===== src/rtl/rdimm_pd_pkg.sv =====
package rdimm_pd_pkg;
  typedef enum logic [1:0] {
    PD_ACTIVE = 2'd0,
    PD_DOWN   = 2'd1,
    PD_EXIT   = 2'd2
  } pd_state_e;

  function automatic int max_of3(input int a, input int b, input int c);
    int m;
    m = (a > b) ? a : b;
    return (m > c) ? m : c;
  endfunction
endpackage


===== src/rtl/rdimm_pd_cnt.sv =====
module rdimm_pd_cnt #(
  parameter int W    = 4,
  parameter int MAXV = 8
) (
  input  logic         clk,
  input  logic         rst,
  input  logic         start_i,
  input  logic         run_i,
  output logic [W-1:0] cnt_q,
  output logic [W-1:0] cnt_nxt
);
  // start loads 1 so that the value after edge k+m is m+1
  always_comb begin
    if (start_i)
      cnt_nxt = W'(1);
    else if (run_i && (cnt_q < W'(MAXV)))
      cnt_nxt = cnt_q + W'(1);
    else
      cnt_nxt = cnt_q;
  end

  always_ff @(posedge clk) begin
    if (rst) cnt_q <= '0;
    else     cnt_q <= cnt_nxt;
  end
endmodule


===== src/rtl/rdimm_pd_csgate.sv =====
module rdimm_pd_csgate #(
  parameter int NUM_CS = 4
) (
  input  logic              clk,
  input  logic              rst,
  input  logic              quad_i,
  input  logic [NUM_CS-1:0] dcs_i,
  input  logic              force_hi_i,
  input  logic              check_i,
  output logic [NUM_CS-1:0] qcs_o,
  output logic              err_o,
  output logic              cmd_o
);
  localparam int HALF = NUM_CS / 2;

  logic [NUM_CS-1:0] eff_cs;
  logic [HALF-1:0]   pair_lo;
  logic              illegal;

  for (genvar i = 0; i < NUM_CS; i++) begin : g_eff
    if (i < 2) begin : g_base
      assign eff_cs[i] = dcs_i[i];
    end else begin : g_ext
      assign eff_cs[i] = quad_i ? dcs_i[i] : 1'b1;
    end
  end

  for (genvar p = 0; p < HALF; p++) begin : g_pair
    assign pair_lo[p] = ~dcs_i[p] & ~dcs_i[p+HALF];
  end

  assign illegal = quad_i ? (|pair_lo) : (~dcs_i[0] & ~dcs_i[1]);
  assign cmd_o   = ~(&eff_cs);

  always_ff @(posedge clk) begin
    if (rst) begin
      qcs_o <= '1;
      err_o <= 1'b0;
    end else begin
      qcs_o <= force_hi_i ? '1 : eff_cs;
      err_o <= check_i & illegal;
    end
  end
endmodule


===== src/rtl/rdimm_pd_seq.sv =====
module rdimm_pd_seq
  import rdimm_pd_pkg::*;
#(
  parameter int NUM_CKE = 2,
  parameter int NUM_CS  = 4,
  parameter int T_INDIS = 3,
  parameter int T_QDIS  = 5,
  parameter int T_EN    = 2
) (
  input  logic               clk,
  input  logic               rst,
  input  logic               quad_cs_i,
  input  logic [NUM_CKE-1:0] dcke_i,
  input  logic [NUM_CKE-1:0] dodt_i,
  input  logic [NUM_CS-1:0]  dcs_i,
  output logic [NUM_CKE-1:0] qcke_o,
  output logic [NUM_CKE-1:0] qodt_o,
  output logic [NUM_CS-1:0]  qcs_o,
  output logic               in_en_o,
  output logic               par_en_o,
  output logic               oe_o,
  output logic               par_mask_o,
  output logic               cs_err_o
);
  localparam int CNT_MAX = max_of3(T_INDIS + 1, T_QDIS, T_EN) + 1;
  localparam int CNT_W   = $clog2(CNT_MAX + 1);

  pd_state_e        st_q;
  logic [CNT_W-1:0] cnt_q, cnt_n;
  logic             entry_evt, exit_evt, cmd_seen;
  int               n_int;

  assign entry_evt = (st_q == PD_ACTIVE) && (dcke_i == '0);
  assign exit_evt  = (st_q == PD_DOWN) && (|dcke_i);
  assign n_int     = int'(cnt_n);

  rdimm_pd_cnt #(.W(CNT_W), .MAXV(CNT_MAX)) u_cnt (
    .clk     (clk),
    .rst     (rst),
    .start_i (entry_evt | exit_evt),
    .run_i   (st_q != PD_ACTIVE),
    .cnt_q   (cnt_q),
    .cnt_nxt (cnt_n)
  );

  rdimm_pd_csgate #(.NUM_CS(NUM_CS)) u_cs (
    .clk        (clk),
    .rst        (rst),
    .quad_i     (quad_cs_i),
    .dcs_i      (dcs_i),
    .force_hi_i ((st_q == PD_DOWN)),
    .check_i    (entry_evt | exit_evt),
    .qcs_o      (qcs_o),
    .err_o      (cs_err_o),
    .cmd_o      (cmd_seen)
  );

  always_ff @(posedge clk) begin
    if (rst) begin
      st_q       <= PD_ACTIVE;
      qcke_o     <= '0;
      qodt_o     <= '0;
      in_en_o    <= 1'b1;
      par_en_o   <= 1'b1;
      oe_o       <= 1'b1;
      par_mask_o <= 1'b0;
    end else begin
      unique case (st_q)
        PD_ACTIVE: begin
          qcke_o <= dcke_i;
          if (entry_evt) begin
            st_q       <= PD_DOWN;
            qodt_o     <= '0;
            par_mask_o <= 1'b1;
          end else begin
            qodt_o <= dodt_i;
            if (par_mask_o && cmd_seen) par_mask_o <= 1'b0;
          end
        end
        PD_DOWN: begin
          if (exit_evt) begin
            st_q     <= PD_EXIT;
            qcke_o   <= dcke_i;
            qodt_o   <= dodt_i;
            in_en_o  <= 1'b1;
            par_en_o <= 1'b1;
          end else begin
            qcke_o   <= '0;
            qodt_o   <= '0;
            in_en_o  <= (n_int <= T_INDIS);
            par_en_o <= (n_int <= T_INDIS + 1);
            oe_o     <= oe_o & (n_int <= T_QDIS);
          end
        end
        PD_EXIT: begin
          qcke_o <= dcke_i;
          qodt_o <= dodt_i;
          if (n_int >= T_EN + 1) begin
            oe_o <= 1'b1;
            st_q <= PD_ACTIVE;
          end
        end
        default: st_q <= PD_ACTIVE;
      endcase
    end
  end
endmodule


===== config.mk =====
export PLATFORM = sky130hd
export DESIGN_NAME = rdimm_pd_seq
export DESIGN_NICKNAME = d
export VERILOG_FILES = /design/src/rtl/rdimm_pd_pkg.sv /design/src/rtl/rdimm_pd_cnt.sv /design/src/rtl/rdimm_pd_csgate.sv /design/src/rtl/rdimm_pd_seq.sv
export SDC_FILE = /design/constraint.sdc
export NUM_CORES = 1
export LEC_CHECK = 0
export BUFFER_PORTS_ARGS = -buffer_cell sky130_fd_sc_hd__buf_4
export CAP_MARGIN = 25
export CORE_MARGIN = 10
export CORE_UTILIZATION = 50
export CTS_BUF_LIST = sky130_fd_sc_hd__clkbuf_8
export CTS_CLUSTER_DIAMETER = 150
export DETAILED_ROUTE_END_ITERATION = 8
export PLACE_DENSITY = 0.76
export SLEW_MARGIN = 20
export SYNTH_ARGS = -nofsm -noshare
export SYNTH_HDL_FRONTEND = slang
export SYNTH_SLANG_ARGS = --single-unit

===== constraint.sdc =====
create_clock -name clk -period 1.8 [get_ports clk]
set_input_delay 0.36 -clock clk [delete_from_list [all_inputs] [get_ports clk]]
set_output_delay 0.36 -clock clk [all_outputs]
set_load 0.02 [all_outputs]

======== After elaboration in Yosys (flattened, before gate mapping) ========
Index checks and enable logic that the tools add are counted.
cells by class
  equal/unequal tests ..................... 6
  $lt $le $gt $ge ......................... 5
  reductions and logical operators ........ 19
  bitwise logic cells ..................... 11
  add/sub/neg operators ................... 1
  multiplexer cells ....................... 21
operators by type and width
  cell                   count
  $mux W2                6
  $pmux W2 S3            2
  $mux W1                9
  $ne A2 B2 Y1 const B   4
  $reduce_bool A2 Y1     4
  $reduce_or A2 Y1       4
  $le A3 B3 Y1 const B   2
  $mux W3                2
  $reduce_and A3 Y1      2
  $and A1 B1 Y1          5
  $not A1 Y1             5
  $logic_and A1 B1 Y1    4
  $logic_not A2 Y1       2
  $pmux W2 S2            1
  $reduce_and A4 Y1      1
  $add A3 B1 Y3 const B  1
  $ge A3 B2 Y1 const B   1
  $le A3 B2 Y1 const B   1
  $lt A3 B3 Y1 const B   1
  $reduce_bool A3 Y1     1
  $eq A2 B1 Y1 const B   1
  $eq A2 B2 Y1 const B   1
  $pmux W1 S2            1
  $reduce_and A2 Y1      1
  $or A1 B1 Y1           1
storage, ports and cells
  input port bits ......................... 11
  word-level logic and storage cells ...... 73
  register bits after elaboration ......... 18

======== Logic depth before layout (Yosys ltp) ========
  depth after elaboration ................. 8
  depth in mapped cells ................... 7
  mapped depth without buffers ............ 6

======== By module ========
Synthesis repeated with hierarchy kept, for this count alone.
second synthesis, totals
  cells, all modules ...................... 97
  area total of the unflattened synthesis .. 887.1 um^2
by module, submodules not included
  module           area an instance (um^2)  times used  sequential area each (um^2)  cells each
  rdimm_pd_seq     558.0                    1           200.2                        64
  rdimm_pd_csgate  172.7                    1           100.1                        15
  rdimm_pd_cnt     156.4                    1           60.1                         18

======== Worst setup path after synthesis ========
Ideal clock, no wire load.
  path kind ............................... flip-flop to flip-flop
  from .................................... register st_q[0]
  to ...................................... register oe_o
  library setup time ...................... 117 ps
  period minus slack after synthesis ...... 1435 ps
  arrival ................................. 1318 ps
  cell stages (with the launch flop) ...... 7
  slack ................................... 365 ps
  required time ........................... 1683 ps
  buffers on the path ..................... 0
  cell sequence ........................... dfxtp_1 -> inv_1 -> ha_1 -> nor2b_1 -> o211a_4 -> nand4b_1 -> a32o_1
on the way
  cells in the longest elaborated chain, start to end .. 8
ends and longest elaborated chain
  what                                     RTL line                                                    text
  start: declaration                       rdimm_pd_seq.sv:28                                          pd_state_e st_q;
  start signal: assignment                 rdimm_pd_seq.sv:60                                          st_q <= PD_ACTIVE;
  start signal: assignment                 rdimm_pd_seq.sv:72                                          st_q <= PD_DOWN;
  start signal: assignment                 rdimm_pd_seq.sv:82                                          st_q <= PD_EXIT;
  $eq A2 B1 Y1 (tied with other cells)     rdimm_pd_seq.sv:34, rdimm_pd_seq.sv:68
  $logic_and A1 B1 Y1 (on tied branches)   rdimm_pd_seq.sv:34, rdimm_pd_seq.sv:33, rdimm_pd_cnt.sv:16
  $or A1 B1 Y1 or $mux W3 (tied branches)  rdimm_pd_seq.sv:40, rdimm_pd_cnt.sv:16
  $mux W3                                  rdimm_pd_cnt.sv:14                                          if (start_i)
  $le A3 B3 Y1                             rdimm_pd_seq.sv:92                                          oe_o <= oe_o & (n_int <= T_QDIS);
  $and A1 B1 Y1                            rdimm_pd_seq.sv:92
  $mux W1                                  rdimm_pd_seq.sv:81                                          if (exit_evt) begin
  $pmux W1 S2                              rdimm_pd_seq.sv:68                                          unique case (st_q)
  end signal: assignment                   rdimm_pd_seq.sv:92
  end: declaration                         rdimm_pd_seq.sv:21                                          output logic oe_o,
Parallel ways exist; a longest one is shown, timed or not. The select of a mux whose other input is x is not followed.
A chain may end at the register's enable or synchronous reset.

======== Final worst setup path ========
Ends and elaborated chain as after synthesis.

==> results.ini <==
[finish]
nFillCells=154
nets=146
layout_commonest_cell=buf_4
syn_to_final_growth_pct=25.3
layout_common_cells=buf_4 (25), dfxtp_1 (18), nor2_1 (11), a21oi_1 (8), inv_1 (7)
final_core_util=0.671
final_layout_size_suffix_gt1_frac=0.266
insertedDiodeCount=0

[drt]
vias_per_cell=5.33
wl_per_cell_um=13.9
drt_iter0_markers=20
wl_met3_um=127
wl_mm=2.13
num_vias=816
drt_pass1_iterations=4
dr_wl_met2_um=934
ant_nets=0
met1_length_mm=1.03
drc=0
dr.max_layer_used=met4

[timing]
min_period_ps=1660
fin_setup_tns_ps=0
worst_pin_slew_ps=452
setup_viol=0
max_freq_ghz=0.604
rsz0062_at_grt=false
slew_headroom=0.698
period_share=0.920
maxSlewViolCount=0
finClkSkew_ps=3.37
final-hold-violation-count=0

[placed_design]
gp_congestion=0.862
detailedPlacementHpwl_mm=1.65
port_buffers=23

[logic_synthesis]
ys_types=41
synthXorXnorAreaFrac=0.00937
netlist.area_leader.share=0.386
ys_warn_count=0
dominantRegCellSynth=dfxtp_1
async_flop_share=0
syn_avg_cell_area_um2=8.99
synth_top_family_by_area=simple AND/OR/NAND/NOR gates
synth_adder_area_share=0.0669
synth_edf_count=0
synth_top_cells_by_area=dfxtp_1 (39%), ha_1 (6.7%), nor2_1 (4.4%)
synth_cells=104
ys_seq_area_frac=0.386
yosys.area_share.simple=0.245
synth_area_um2=935
synth.largest_area_cell=dfxtp_1
synth_compound_area_frac=0.216
synthMuxAreaShare=0.0241
ys_ff_latch=18
syn-num-nets=120

[global_route]
grt_pass1_vias=786
overflow=0
grt_usage=0.110
antenna_found_initial=0
grt_max_degree=16
grt_pass1_wl_mm=3.60

[critical_path]
crit_start=st_q[0]
cp.required_ps=1940
path_max_fanout=11
critPathKind=register to register
arrival_ps=1800
cp-end-kind=register
r2r_end=oe_o
regToRegSetupSlack_ps=140
reg2reg_from=st_q[0]
r2r_cells=6
start_kind=register
setup.worst_path.end=oe_o

[clock_tree]
cts.sinks=18
postCtsSetupBuffers=0
cts_tree=built
htreeDepth=1
cts_resized=0
cts_root_buf=clkbuf_8
clkSlewWorstSetupHoldPaths_ps=70
cts.hold.buffers_added=0
clk_path_buf_depth=2
cts_made_buffers=3
clock_latency_ps=250

[floorplan]
die-area_um2=4000
core_um2=1750
initial_utilization=0.535
pin_count=24
die_h_um=63.2
die_w_um=63.2
fp-row-count=15

[pwr]
power.density_nw_per_um2=779
p_leak_nw=0.495
irDropWorstVdd_v=0.000433

[status]
status=finished, final reports clean

[run]
drv_cap=0

[min_path]
min_from=dcs_i[3]
hold_path.class=primary input to register

## through the flow
stage	instance area (um2)	cells	setup WS, ps	hold WS (ps)	power, W
after floorplan	935	104	365	446	0.000570
after global placement	1130	150	228	471	0.000636
after detailed placement	1130	150	164	475	0.000639
after CTS	1170	153	149	295	0.000919
after global routing	1170	153	3.77	301	0.000960
final	1170	153	145	298	0.000913
## critical path, cell delays in order, from the launching register on
cell and delay (ps):
dfxtp_1 380, inv_1 80, ha_1 320, buf_4 210, mux2i_4 210, nand4b_1 130
a32o_1 230
## cells in the mapped netlist (2+ instances only)
cell type / count
dfxtp_1: 18
nor2_1: 11
a21oi_1: 8
inv_1: 7
ha_1: 5
nand2_1: 4
nor2b_1: 4
o21ai_0: 4
nor3_1: 3
or3_1: 3
a32oi_1: 2
buf_4: 2
nand2b_1: 2
nand3_1: 2
nor3b_1: 2
o21ai_1: 2
## where the power goes
group          internal (W)  switching, W  total, W  leakage (nW)
sequential         0.000420     0.0000152  0.000435         0.148
clock              0.000149      0.000133  0.000282        0.0216
combinational     0.0000900      0.000106  0.000196         0.326
## cell type report
type                       count  area (um2)  share of cell area
multi-input combinational     75         524               0.448
clock buffer                   3        41.3              0.0353
sequential                    18         360               0.308
timing repair buffer          25         188               0.160
inverter                       7        26.3              0.0224
tap                           25        31.3              0.0267
## layer usage
layer	vias up	global-route usage
met1	373	0.127
met3	5	0.0424
met4	0	0.0574
met5	-	0
li1	420	-
met2	18	0.171
## registers in the layout, summed over array words and instances (netlist names)
register / cells
oe_o: 1
in_en_o: 1
u_cs.err_o: 1
qcke_o: 2
u_cs.qcs_o: 4
u_cnt.cnt_q: 3
par_en_o: 1
par_mask_o: 1
st_q: 2
qodt_o: 2
## worst min-delay path by stage
stage	end	cells after the start
after floorplan	u_cs.qcs_o[2]	1
after global placement	qodt_o[1]	2
after detailed placement	qodt_o[0]	2
after CTS	u_cs.qcs_o[3]	3
after global routing	u_cs.qcs_o[3]	3
final	u_cs.qcs_o[3]	3
## cell families (layout without fill, tap and decap cells)
family	count (synthesis)	in the layout
adder cells (fa/ha/maj)	5	5
XOR/XNOR	1	1
multiplexers	1	1
AO/OA/AOI/OAI	28	28
AND/OR/NAND/NOR	40	40
buffers and inverters	11	35
flip-flops	18	18
(Power assumes the default switching activity.)
